<file path="config.mk">
export PLATFORM = sky130hd
export DESIGN_NAME = nan_format_converter
export DESIGN_NICKNAME = d
export VERILOG_FILES = /design/src/rtl/nanconv_pkg.sv /design/src/rtl/nan_unpack.sv /design/src/rtl/nan_pack.sv /design/src/rtl/nan_format_converter.sv
export SDC_FILE = /design/constraint.sdc
export NUM_CORES = 1
export LEC_CHECK = 0
export BUFFER_PORTS_ARGS = -buffer_cell sky130_fd_sc_hd__buf_2
export CORE_ASPECT_RATIO = 1.2
export CORE_UTILIZATION = 39
export DETAILED_ROUTE_END_ITERATION = 7
export HOLD_SLACK_MARGIN = 0.1
export PLACE_DENSITY = 0.77
export SLEW_MARGIN = 20
export SYNTH_ARGS = -nofsm -noshare
export SYNTH_HDL_FRONTEND = slang
export SYNTH_SLANG_ARGS = --single-unit
</file>
<file path="constraint.sdc">
create_clock -name clk -period 1.3 [get_ports clk]
set_input_delay 0.13 -clock clk [delete_from_list [all_inputs] [get_ports clk]]
set_output_delay 0.13 -clock clk [all_outputs]
set_load 0.02 [all_outputs]
</file>
<file path="src/rtl/nanconv_pkg.sv">
package nanconv_pkg;

    localparam int CANON_W = 64;

    typedef struct packed {
        logic               sign;
        logic [CANON_W-1:0] payload;
    } canon_t;

    typedef enum logic {
        DIR_WIDEN  = 1'b0,
        DIR_NARROW = 1'b1
    } dir_e;

endpackage

</file>
<file path="src/rtl/nan_unpack.sv">
module nan_unpack
    import nanconv_pkg::*;
#(
    parameter int EXP_W        = 8,
    parameter int FRAC_W       = 23,
    parameter bit QUIET_IS_SET = 1'b1,
    localparam int WORD_W      = 1 + EXP_W + FRAC_W,
    localparam int PAD_W       = CANON_W - FRAC_W
) (
    input  logic [WORD_W-1:0] word,
    output canon_t            canon,
    output logic              is_snan
);

    logic              sign_bit;
    logic [EXP_W-1:0]  exp_field;
    logic [FRAC_W-1:0] frac_field;
    logic              exp_full;
    logic              top_frac;
    logic              rest_nonzero;

    assign sign_bit   = word[WORD_W-1];
    assign exp_field  = word[WORD_W-2 -: EXP_W];
    assign frac_field = word[FRAC_W-1:0];
    assign exp_full   = &exp_field;
    assign top_frac   = frac_field[FRAC_W-1];
    assign rest_nonzero = |frac_field[FRAC_W-2:0];

    always_comb begin
        canon.sign    = sign_bit;
        canon.payload = {frac_field, {PAD_W{1'b0}}};
    end

    generate
        if (QUIET_IS_SET) begin : g_quiet_set
            assign is_snan = exp_full && !top_frac && rest_nonzero;
        end else begin : g_quiet_clear
            assign is_snan = exp_full && top_frac;
        end
    endgenerate

endmodule

</file>
<file path="src/rtl/nan_pack.sv">
module nan_pack
    import nanconv_pkg::*;
#(
    parameter int EXP_W        = 8,
    parameter int FRAC_W       = 23,
    parameter bit QUIET_IS_SET = 1'b1,
    localparam int WORD_W      = 1 + EXP_W + FRAC_W,
    localparam int DROP_W      = CANON_W - FRAC_W
) (
    input  canon_t            canon,
    output logic [WORD_W-1:0] word
);

    logic [FRAC_W-1:0] frac_kept;
    logic [DROP_W-1:0] unused_dropped;
    logic [WORD_W-1:0] std_nan;

    assign frac_kept      = canon.payload[CANON_W-1 -: FRAC_W];
    assign unused_dropped = canon.payload[DROP_W-1:0];

    generate
        if (QUIET_IS_SET) begin : g_std_quiet_set
            assign std_nan = {1'b1, {EXP_W{1'b1}}, 1'b1, {(FRAC_W-1){1'b0}}};
        end else begin : g_std_quiet_clear
            assign std_nan = {1'b0, {EXP_W{1'b1}}, 1'b0, {(FRAC_W-1){1'b1}}};
        end
    endgenerate

    always_comb begin
        if (|frac_kept) begin
            word = {canon.sign, {EXP_W{1'b1}}, frac_kept};
        end else begin
            word = std_nan;
        end
    end

endmodule

</file>
<file path="src/rtl/nan_format_converter.sv">
module nan_format_converter
    import nanconv_pkg::*;
#(
    parameter int NARROW_EXP   = 8,
    parameter int NARROW_FRAC  = 23,
    parameter int WIDE_EXP     = 11,
    parameter int WIDE_FRAC    = 52,
    parameter bit QUIET_IS_SET = 1'b1,
    localparam int NARROW_W    = 1 + NARROW_EXP + NARROW_FRAC,
    localparam int WIDE_W      = 1 + WIDE_EXP + WIDE_FRAC
) (
    input  logic              clk,
    input  logic              rst,
    input  logic              in_valid,
    input  logic              in_dir,
    input  logic [WIDE_W-1:0] in_data,
    output logic              out_valid,
    output logic [WIDE_W-1:0] out_data,
    output logic              out_invalid
);

    typedef struct packed {
        logic              vld;
        logic              inv;
        logic [WIDE_W-1:0] data;
    } res_t;

    res_t r_d, r_q;

    canon_t              narrow_canon;
    canon_t              wide_canon;
    logic                narrow_snan;
    logic                wide_snan;
    logic [WIDE_W-1:0]   widened;
    logic [NARROW_W-1:0] narrowed;

    nan_unpack #(
        .EXP_W        (NARROW_EXP),
        .FRAC_W       (NARROW_FRAC),
        .QUIET_IS_SET (QUIET_IS_SET)
    ) u_unpack_narrow (
        .word    (in_data[NARROW_W-1:0]),
        .canon   (narrow_canon),
        .is_snan (narrow_snan)
    );

    nan_unpack #(
        .EXP_W        (WIDE_EXP),
        .FRAC_W       (WIDE_FRAC),
        .QUIET_IS_SET (QUIET_IS_SET)
    ) u_unpack_wide (
        .word    (in_data),
        .canon   (wide_canon),
        .is_snan (wide_snan)
    );

    nan_pack #(
        .EXP_W        (WIDE_EXP),
        .FRAC_W       (WIDE_FRAC),
        .QUIET_IS_SET (QUIET_IS_SET)
    ) u_pack_wide (
        .canon (narrow_canon),
        .word  (widened)
    );

    nan_pack #(
        .EXP_W        (NARROW_EXP),
        .FRAC_W       (NARROW_FRAC),
        .QUIET_IS_SET (QUIET_IS_SET)
    ) u_pack_narrow (
        .canon (wide_canon),
        .word  (narrowed)
    );

    always_comb begin
        r_d     = r_q;
        r_d.vld = in_valid;
        r_d.inv = 1'b0;
        if (in_valid) begin
            if (in_dir == DIR_NARROW) begin
                r_d.data = {{(WIDE_W-NARROW_W){1'b0}}, narrowed};
                r_d.inv  = wide_snan;
            end else begin
                r_d.data = widened;
                r_d.inv  = narrow_snan;
            end
        end
    end

    always_ff @(posedge clk) begin
        if (rst) begin
            r_q <= '0;
        end else begin
            r_q <= r_d;
        end
    end

    assign out_valid   = r_q.vld;
    assign out_invalid = r_q.inv;
    assign out_data    = r_q.data;

endmodule

</file>
==> impl_metrics.yaml, run 1 <==
setup_path:
  cp-start-kind: "primary input"
  required_ps: 1510
  ff2ff_setup_slack_ps: 380
  r2r-start: "out_data[22]"
  cp-end-kind: "flop"
  r2r_cells: 2
  worstSetupPathType: "primary input to flop"
  crit_path_max_incr_delay_ps: 540
  arrival_ps: 1450
  slowest_stage: "dlygate4sd3_1"
  timing.rr.end: "out_data[22]"
  path_cells: "dlygate4sd3_1 -> buf_2 -> nor2_1 -> and4_4 -> nand4_1 -> o221a_1"
  cp_max_fo: 3
sta:
  fin_crit_sh_pct: 95.73
  finalClockSkew_ps: 0
  finalHoldViolCount: 0
  setup_viol: 0
  period_needed_ps: 1244
  relSlewSlack_pct: 43.13
  worstMarginPinSlew_ps: 853.0
  setup_slack_ps: 55.56
  drv_slew: 0
  max_freq_mhz: 803.6
  rsz0062_at_grt: "no"
drt:
  drc: 22
  ant_nets: 0
  vias: 2491
  postRouteWirelength_mm: 6.958
  routedWlPerCell_um: 14.32
  routed_via_density: 5.126
  first_iter_violations: 165
  drtPass1Iterations: 8
power:
  ir_drop_uv: 489.0
  power_density_nw_per_um2: 982.2
  power_leakage_nw: 1.591
final_layout:
  fillers: 483
  drive_above_1_share_pct: 37.74
  diodes: 0
  nets: 491
  area_growth_pct: 50.17
  finalNonFillerCells: 486
yosys:
  yosys.area.top_type: "dfxtp_1"
  yosysWarnings: 0
  synth_mux_area_share_pct: 0
  synth_top_family_by_area: "simple AND/OR/NAND/NOR gates"
  synth-xor-area-share_pct: 0
  ys_ff_latch: 51
  ys_seq_area_share_pct: 46.52
  netlist_instances: 266
  synth_area_um2: 2195
  yosysTopAreaCellShare_pct: 46.52
  synthSimpleGateAreaFrac_pct: 30.84
  yosysUniqueCellTypes: 29
  synth-compound-area-share_pct: 13.63
  avgSynthCellArea_um2: 8.250
  synth_fp_nets: 334
  synth.area.top_cells: "dfxtp_1 47%, nor2b_1 12%, a21oi_1 10%"
  synth_fa_ha_area_share_pct: 0
place:
  io_buffers: 133
  dpl.cell_count: 444
  dp_slack_ps: -191.2
  gp_congestion: 0.8641
  dpl.hpwl_mm: 4.583
global_route:
  grt_max_degree: 36
  grt_pass1_vias: 2340
  global_route.overflow_total: 0
  track_usage_pct: 23.44
  grt_pass1_wl_mm: 10.85
  antenna_found_initial: 0
worst_hold_path:
  hp-class: "primary input to flop"
  hold_depth: 3
  worstHoldStart: "in_data[0]"
  min_to: "out_data[29]"
clocking:
  cts_buffers: 5
  cts.path.max_buffers: 2
  path_clk_slew_ps: 90
  tritoncts: "yes"
  clock_latency_ps: 310
  htree_levels: 2
  cts.sinks: 51
  cts-root-buf: "clkbuf_8"
floorplanning:
  die_area_um2: 5933
  die_x_um: 70.48
  ios: 134
  rows: 29
  start_util_pct: 40.87
  design.core.area_um2: 5370
  die_h_um: 84.18
status:
  violations: "DRC"
  run_status: "finished, violations left"
run:
  maxCapViolCount: 0
layout make-up:
| cell class | instances | area (µm²) | share of cell area (%) |
|---|---|---|---|
| tap | 62 | 77.57 | 2.354 |
| clock buffer | 6 | 72.57 | 2.202 |
| sequential | 51 | 1021 | 30.98 |
| timing repair buffer | 182 | 1119 | 33.94 |
| inverter | 4 | 15.01 | 0.4556 |
| multi-input combinational | 179 | 978.4 | 29.69 |
| clock inverter | 2 | 12.51 | 0.3797 |
power by group:
part / total, mW / switching [mW] / internal [mW]
Clock: 0.911 / 0.533 / 0.378
Sequential: 1.66 / 0.0345 / 1.63
Combinational: 0.666 / 0.367 / 0.300
Total: 3.24 / 0.934 / 2.30
metal layers:
layer / GRT usage [%] / wire [µm]
met4: 13.54 / 310
met1: 26.64 / 2767
met5: 0 / 0
met3: 4.202 / 406
met2: 40.95 / 3474
worst max-delay path by stage:
stage                      startpoint           to  slack (ps)
after floorplan            in_data[8]  out_invalid          40
after global placement    in_data[38]  out_invalid        -170
after detailed placement  in_data[38]  out_invalid        -190
after CTS                 in_data[33]  out_invalid          50
after global routing      in_data[33]  out_invalid          20
final                     in_data[33]  out_invalid          60
cells in the final DEF (no fill, tap or decap), types with 3 or more instances in the layout:
master / n
buf_2: 133
dfxtp_1: 51
nor2_1: 50
a21oi_1: 44
nor2b_1: 43
dlygate4sd3_1: 34
buf_4: 15
nor4_1: 10
clkbuf_8: 5
inv_1: 4
nand2b_1: 3
nand4_1: 3
what timing repair did:
item / CTS / global route
gates resized for setup: 0 / 1
endpoints found under the hold margin: 34 / 0
hold buffers: 34 / 0
endpoints found under the setup margin: 0 / 1
setup buffers: 0 / 0
worst max-delay path, delay by kind of cell:
kind | cells | cell delay, ps
buf+inv | 2 | 670
simple gates | 3 | 430
compound gates | 1 | 230
state kept, by name (all words and copies together), names as in the netlist:
register,count
out_invalid,1
out_valid,1
out_data,49
Yosys cell counts (all sizes together):
library cell / count
o31ai: 1
nor3: 3
or3b: 1
dfxtp: 51
nand4b: 2
or4: 3
clkbuf: 12
nand2: 2
a21boi: 1
nor4: 10
and2: 1
nor2b: 43
nand3: 2
and4: 2
nor2: 50
a21oi: 44
nand4: 3
buf: 20
o21ai: 1
nand2b: 3
a31oi: 1
o22ai: 2
o32ai: 2
o221a: 1
a211oi: 1
inv: 4
logic make-up after synthesis:
| kind of cell | after synthesis |
|---|---|
| AND/OR/NAND/NOR | 125 |
| flip-flops | 51 |
| buffers and inverters | 36 |
| AO/OA/AOI/OAI | 54 |
per-stage QoR:
step | util, % | area, µm² | TNS, ps | hold WS [ps] | total power [mW]
6_report | 61.37 | 3296 | 0 | 94.51 | 3.237
5_1_grt | 61.37 | 3296 | 0 | 113.4 | 3.373
4_1_cts | 61.32 | 3293 | 0 | 100.7 | 3.243
3_5_place_dp | 53.40 | 2868 | -389.4 | 375.9 | 2.269
3_3_place_gp | 53.40 | 2868 | -380.0 | 372.3 | 2.261
2_1_floorplan | - | 2195 | 0 | 269.2 | 2.030
(Power assumes the default switching activity.)
==> run 2: changes to the inputs <==
- PLACE_DENSITY: 0.77 -> 0.86
==> impl_metrics.yaml, run 2 (synthesis results as in run 1) <==
clocking:
  cts.sinks: 51
  tritoncts: "yes"
  clock_latency_ps: 290
  path_clk_slew_ps: 90
  cts.path.max_buffers: 2
  cts_buffers: 5
  cts_setup_buffers: 0
  htree_levels: 2
  cts-root-buf: "clkbuf_8"
place:
  dpl.hpwl_mm: 4.517
  io_buffers: 133
  place_area_um2: 2885
  gp_congestion: 0.8413
drt:
  postRouteWirelength_mm: 6.614
  drtPass1Iterations: 7
  ant_nets: 0
  drc: 23
  first_iter_violations: 109
  routedWlPerCell_um: 13.64
  routed_via_density: 5.014
  vias: 2432
worst_hold_path:
  hold_depth: 3
  hp-class: "primary input to flop"
global_route:
  antenna_found_initial: 0
  grt_pass1_vias: 2366
  grt_max_degree: 54
  track_usage_pct: 22.64
  grt_pass1_wl_mm: 10.65
  global_route.overflow_total: 0
power:
  power_leakage_nw: 1.598
  ir_drop_uv: 632.1
  finalPower_mw: 3.218
  power_density_nw_per_um2: 964.0
floorplanning:
  start_util_pct: 40.87
  die_area_um2: 5933
  ios: 134
  design.core.area_um2: 5370
  rows: 29
  die_h_um: 84.18
  die_x_um: 70.48
sta:
  fin_crit_sh_pct: 94.57
  drv_slew: 0
  whs_ps: 110.3
  rsz0062_at_grt: "no"
  setup_viol: 0
  finalHoldViolCount: 0
  worstMarginPinSlew_ps: 821.8
  relSlewSlack_pct: 45.21
  max_freq_mhz: 813.4
  finalClockSkew_ps: 0
  period_needed_ps: 1229
final_layout:
  drive_above_1_share_pct: 37.83
  fin_area_um2: 3338
  largest_reg_flops: 49
  area_growth_pct: 52.11
  fillers: 465
  fin_util_pct: 62.16
  diodes: 0
  regArea_um2: 1021
  final_common_cell: "buf_2"
  layout_common_cells: "131 x buf_2, 51 x dfxtp_1, 48 x nor2_1"
  nets: 490
  multi_input_area_um2: 989.7
setup_path:
  slowest_stage: "dlygate4sd3_1"
  cp-start-kind: "primary input"
  required_ps: 1490
  path_cells: "dlygate4sd3_1 -> buf_2 -> nor3_4 -> a21boi_2 -> o221a_1"
  cp-end-kind: "flop"
  r2r_cells: 2
  cp_max_fo: 4
  arrival_ps: 1420
  worstSetupPathType: "primary input to flop"
  crit_path_max_incr_delay_ps: 530
run:
  maxCapViolCount: 0
status:
  run_status: "finished, violations left"
  violations: "DRC"
-- run 2: changes by cell type in the layout (fill, tap and decap cells not counted), moves of 2 or more --
| cell | change |
|---|---|
| buf_4 | -4 |
| buf_12 | +2 |
| buf_2 | -2 |
| dlygate4sd3_1 | +2 |
| nor2_1 | -2 |
| nor2_2 | +2 |
-- run 2: through the flow --
step / TNS, ps / instances / setup slack, ps
6_report: 0 / 485 / 70.62
3_5_place_dp: -469.3 / 443 / -175.7
4_1_cts: 0 / 487 / 48.96
2_1_floorplan: 0 / 266 / 41.89
5_1_grt: 0 / 485 / 13.78
3_3_place_gp: -277.3 / 443 / -144.3
-- run 2: power by group --
group / switching [mW] / internal, mW / total, mW
sequential: 0.0327 / 1.63 / 1.66
combinational: 0.364 / 0.305 / 0.668
clock: 0.514 / 0.377 / 0.891
-- run 2: worst max-delay path: cells and delay by family --
family                 cells  cell delay (ps)
AND/OR/NAND/NOR            1              260
buffers and inverters      2              670
AO/OA/AOI/OAI              2              360
-- run 2: final timing paths --
path / slack [ps] / from / to
hold reg to reg: 470 / out_data[63] / out_data[63]
setup reg to reg: 360 / out_data[22] / out_data[22]
setup / recovery: 70 / in_data[6] / out_invalid
hold / removal: 110 / in_data[14] / out_data[43]
-- run 2: final cells by class --
class / instances / area share, %
flip-flops and latches: 51 / 30.58
multi-input cells: 179 / 29.65
well taps: 62 / 2.324
clock buffers: 6 / 2.174
inverters: 4 / 0.4498
clock inverters: 2 / 0.3748
repair buffers: 181 / 34.45
-- run 2: per-layer routing --
metal	global-route usage, %	wire (µm)	vias to the layer above
met3	6.483	425	17
met5	0	0	-
li1	-	-	1196
met4	10.02	151	0
met2	39.54	3304	97
met1	25.47	2732	1122
-- run 2: repair_timing --
item / CTS / global route
endpoints found under the hold margin: 36 / 0
resized for setup: 0 / 5
setup endpoints to repair: 0 / 1
hold buffers: 36 / 0
==> run 3: changes to the inputs <==
- SETUP_SLACK_MARGIN: default -> 0.5
==> impl_metrics.yaml, run 3 (synthesis results as in run 1) <==
status:
  run_status: "finished, violations left"
  violations: "DRC"
final_layout:
  area_growth_pct: 81.76
  fin_util_pct: 74.28
  fillers: 380
  drive_above_1_share_pct: 66.03
  nets: 488
  final_common_cell: "buf_2"
  largest_reg_flops: 49
  layout_common_cells: "74 x buf_2, 55 x buf_6, 50 x dfxtp_2"
  diodes: 0
drt:
  first_iter_violations: 118
  drtPass1Iterations: 7
  vias: 2538
  routed_via_density: 5.255
  drc: 23
  ant_nets: 0
  routedWlPerCell_um: 16.98
  met1_length_mm: 3.074
  top_layer: "met4"
  wl_met3_um: 605
  wl_met2_mm: 4.311
  postRouteWirelength_mm: 8.202
sta:
  worstMarginPinSlew_ps: 403.3
  setup_viol: 0
  relSlewSlack_pct: 72.86
  rsz0062_at_grt: "yes"
  whs_ps: 65.02
  finalHoldViolCount: 0
  tns_ps: 0
  fin_crit_sh_pct: 87.86
  max_freq_mhz: 875.6
  period_needed_ps: 1142
  drv_slew: 0
  finalClockSkew_ps: 0
clocking:
  clock_latency_ps: 300
  cts-root-buf: "clkbuf_8"
  tritoncts: "yes"
  cts.path.max_buffers: 2
  cts_buffers: 5
  cts.sinks: 51
  path_clk_slew_ps: 100
  htree_levels: 2
place:
  gp_congestion: 0.7928
  dpl.hpwl_mm: 4.872
  io_buffers: 133
floorplanning:
  die_area_um2: 5933
  die_x_um: 70.48
  design.core.area_um2: 5370
  start_util_pct: 40.87
  rows: 29
  die_h_um: 84.18
  ios: 134
global_route:
  grt_pass1_vias: 2505
  antenna_found_initial: 0
  grt_max_degree: 34
  grt_pass1_wl_mm: 12.19
  global_route.overflow_total: 0
  track_usage_pct: 26.34
power:
  power_density_nw_per_um2: 923.1
  ir_drop_uv: 653.0
  p_int_mw: 2.678
  power_leakage_nw: 1.824
  p_sw_mw: 1.004
  p_comb_share_pct: 23.0
  swShare_pct: 27.27
  clock_power_share_pct: 31.1
  seq_power_share_pct: 45.9
setup_path:
  path_cells: "buf_6 -> or4_4 -> nor3_4 -> a21boi_2 -> o221a_1"
  crit_path_max_incr_delay_ps: 550
  critPathLaunch: "in_data[8]"
  cp-start-kind: "primary input"
  critPathTopFamily: "simple AND/OR/NAND/NOR gates"
  cp_max_fo: 4
  cp-end-kind: "flop"
  required_ps: 1490
  arrival_ps: 1330
  r2r-start: "out_data[22]"
  crit_buf_inv: 1
  slowest_stage: "or4_4"
  worstSetupPathType: "primary input to flop"
run:
  maxCapViolCount: 0
worst_hold_path:
  worstHoldStart: "in_data[63]"
  hp-class: "primary input to flop"
run 3: cell types whose count changed in the layout (fill, tap and decap cells not counted), sizes merged:
cell and change:
dlygate4sd3 -27, buf +15, dlymetal6s4s +9, bufinv +1, clkbuf +1, clkinvlp -1
run 3: path summary, 6_finish.rpt:
kind,depth (start not counted),endpoint,slack (ps)
max reg2reg,2,out_data[22],360
min reg2reg,2,out_data[63],500
max,5,out_invalid,160
min,3,out_data[31],70
run 3: worst reg2reg max path: cells and delay by family (launching register included):
kind | cells | cell delay [ps]
DFF | 1 | 340
and+or+nand+nor | 1 | 430
AOI/OAI and AO/OA | 1 | 80
run 3: layout make-up:
cell class | count | area [µm²] | area share (%)
Timing Repair Buffer | 179 | 1465 | 36.73
Multi-Input combinational cell | 179 | 1230 | 30.83
Sequential cell | 51 | 1084 | 27.16
Clock buffer | 6 | 82.58 | 2.070
Tap cell | 62 | 77.57 | 1.945
Clock inverter | 2 | 35.03 | 0.8783
Inverter | 4 | 15.01 | 0.3764
run 3: per-stage QoR:
stage | std cells | total power, mW | worst slack, ps | cell area, µm²
detailed placement | 455 | 2.351 | -250.8 | 3114
finish | 483 | 3.682 | 157.9 | 3989
CTS | 480 | 3.635 | 198.6 | 3842
global placement | 455 | 2.338 | -260.3 | 3114
global route | 483 | 3.842 | 143.8 | 3989
floorplan | 266 | 2.080 | 43.17 | 2391
run 3: timing repair:
action	CTS	global route
hold buffers	17	1
setup buffers	0	2
endpoints found under the setup margin	71	98
pin swaps	5	11
gates resized for setup	163	33
hold endpoints to repair	22	4
run 3: power by group through the flow:
stage | Combinational (mW) | Sequential (mW) | Clock, mW
after floorplan | 0.305 | 1.78 | 0
after global placement | 0.647 | 1.69 | 0
after detailed placement | 0.658 | 1.69 | 0
after CTS | 0.787 | 1.68 | 1.16
after global routing | 0.893 | 1.70 | 1.25
final | 0.849 | 1.69 | 1.14
run 3: routing by layer:
metal  vias to the layer above  GRT usage, %
met3                        16         7.323
met2                       129         48.28
li1                       1184             -
met5                         -             0
met4                         0         10.76
met1                      1209         28.21
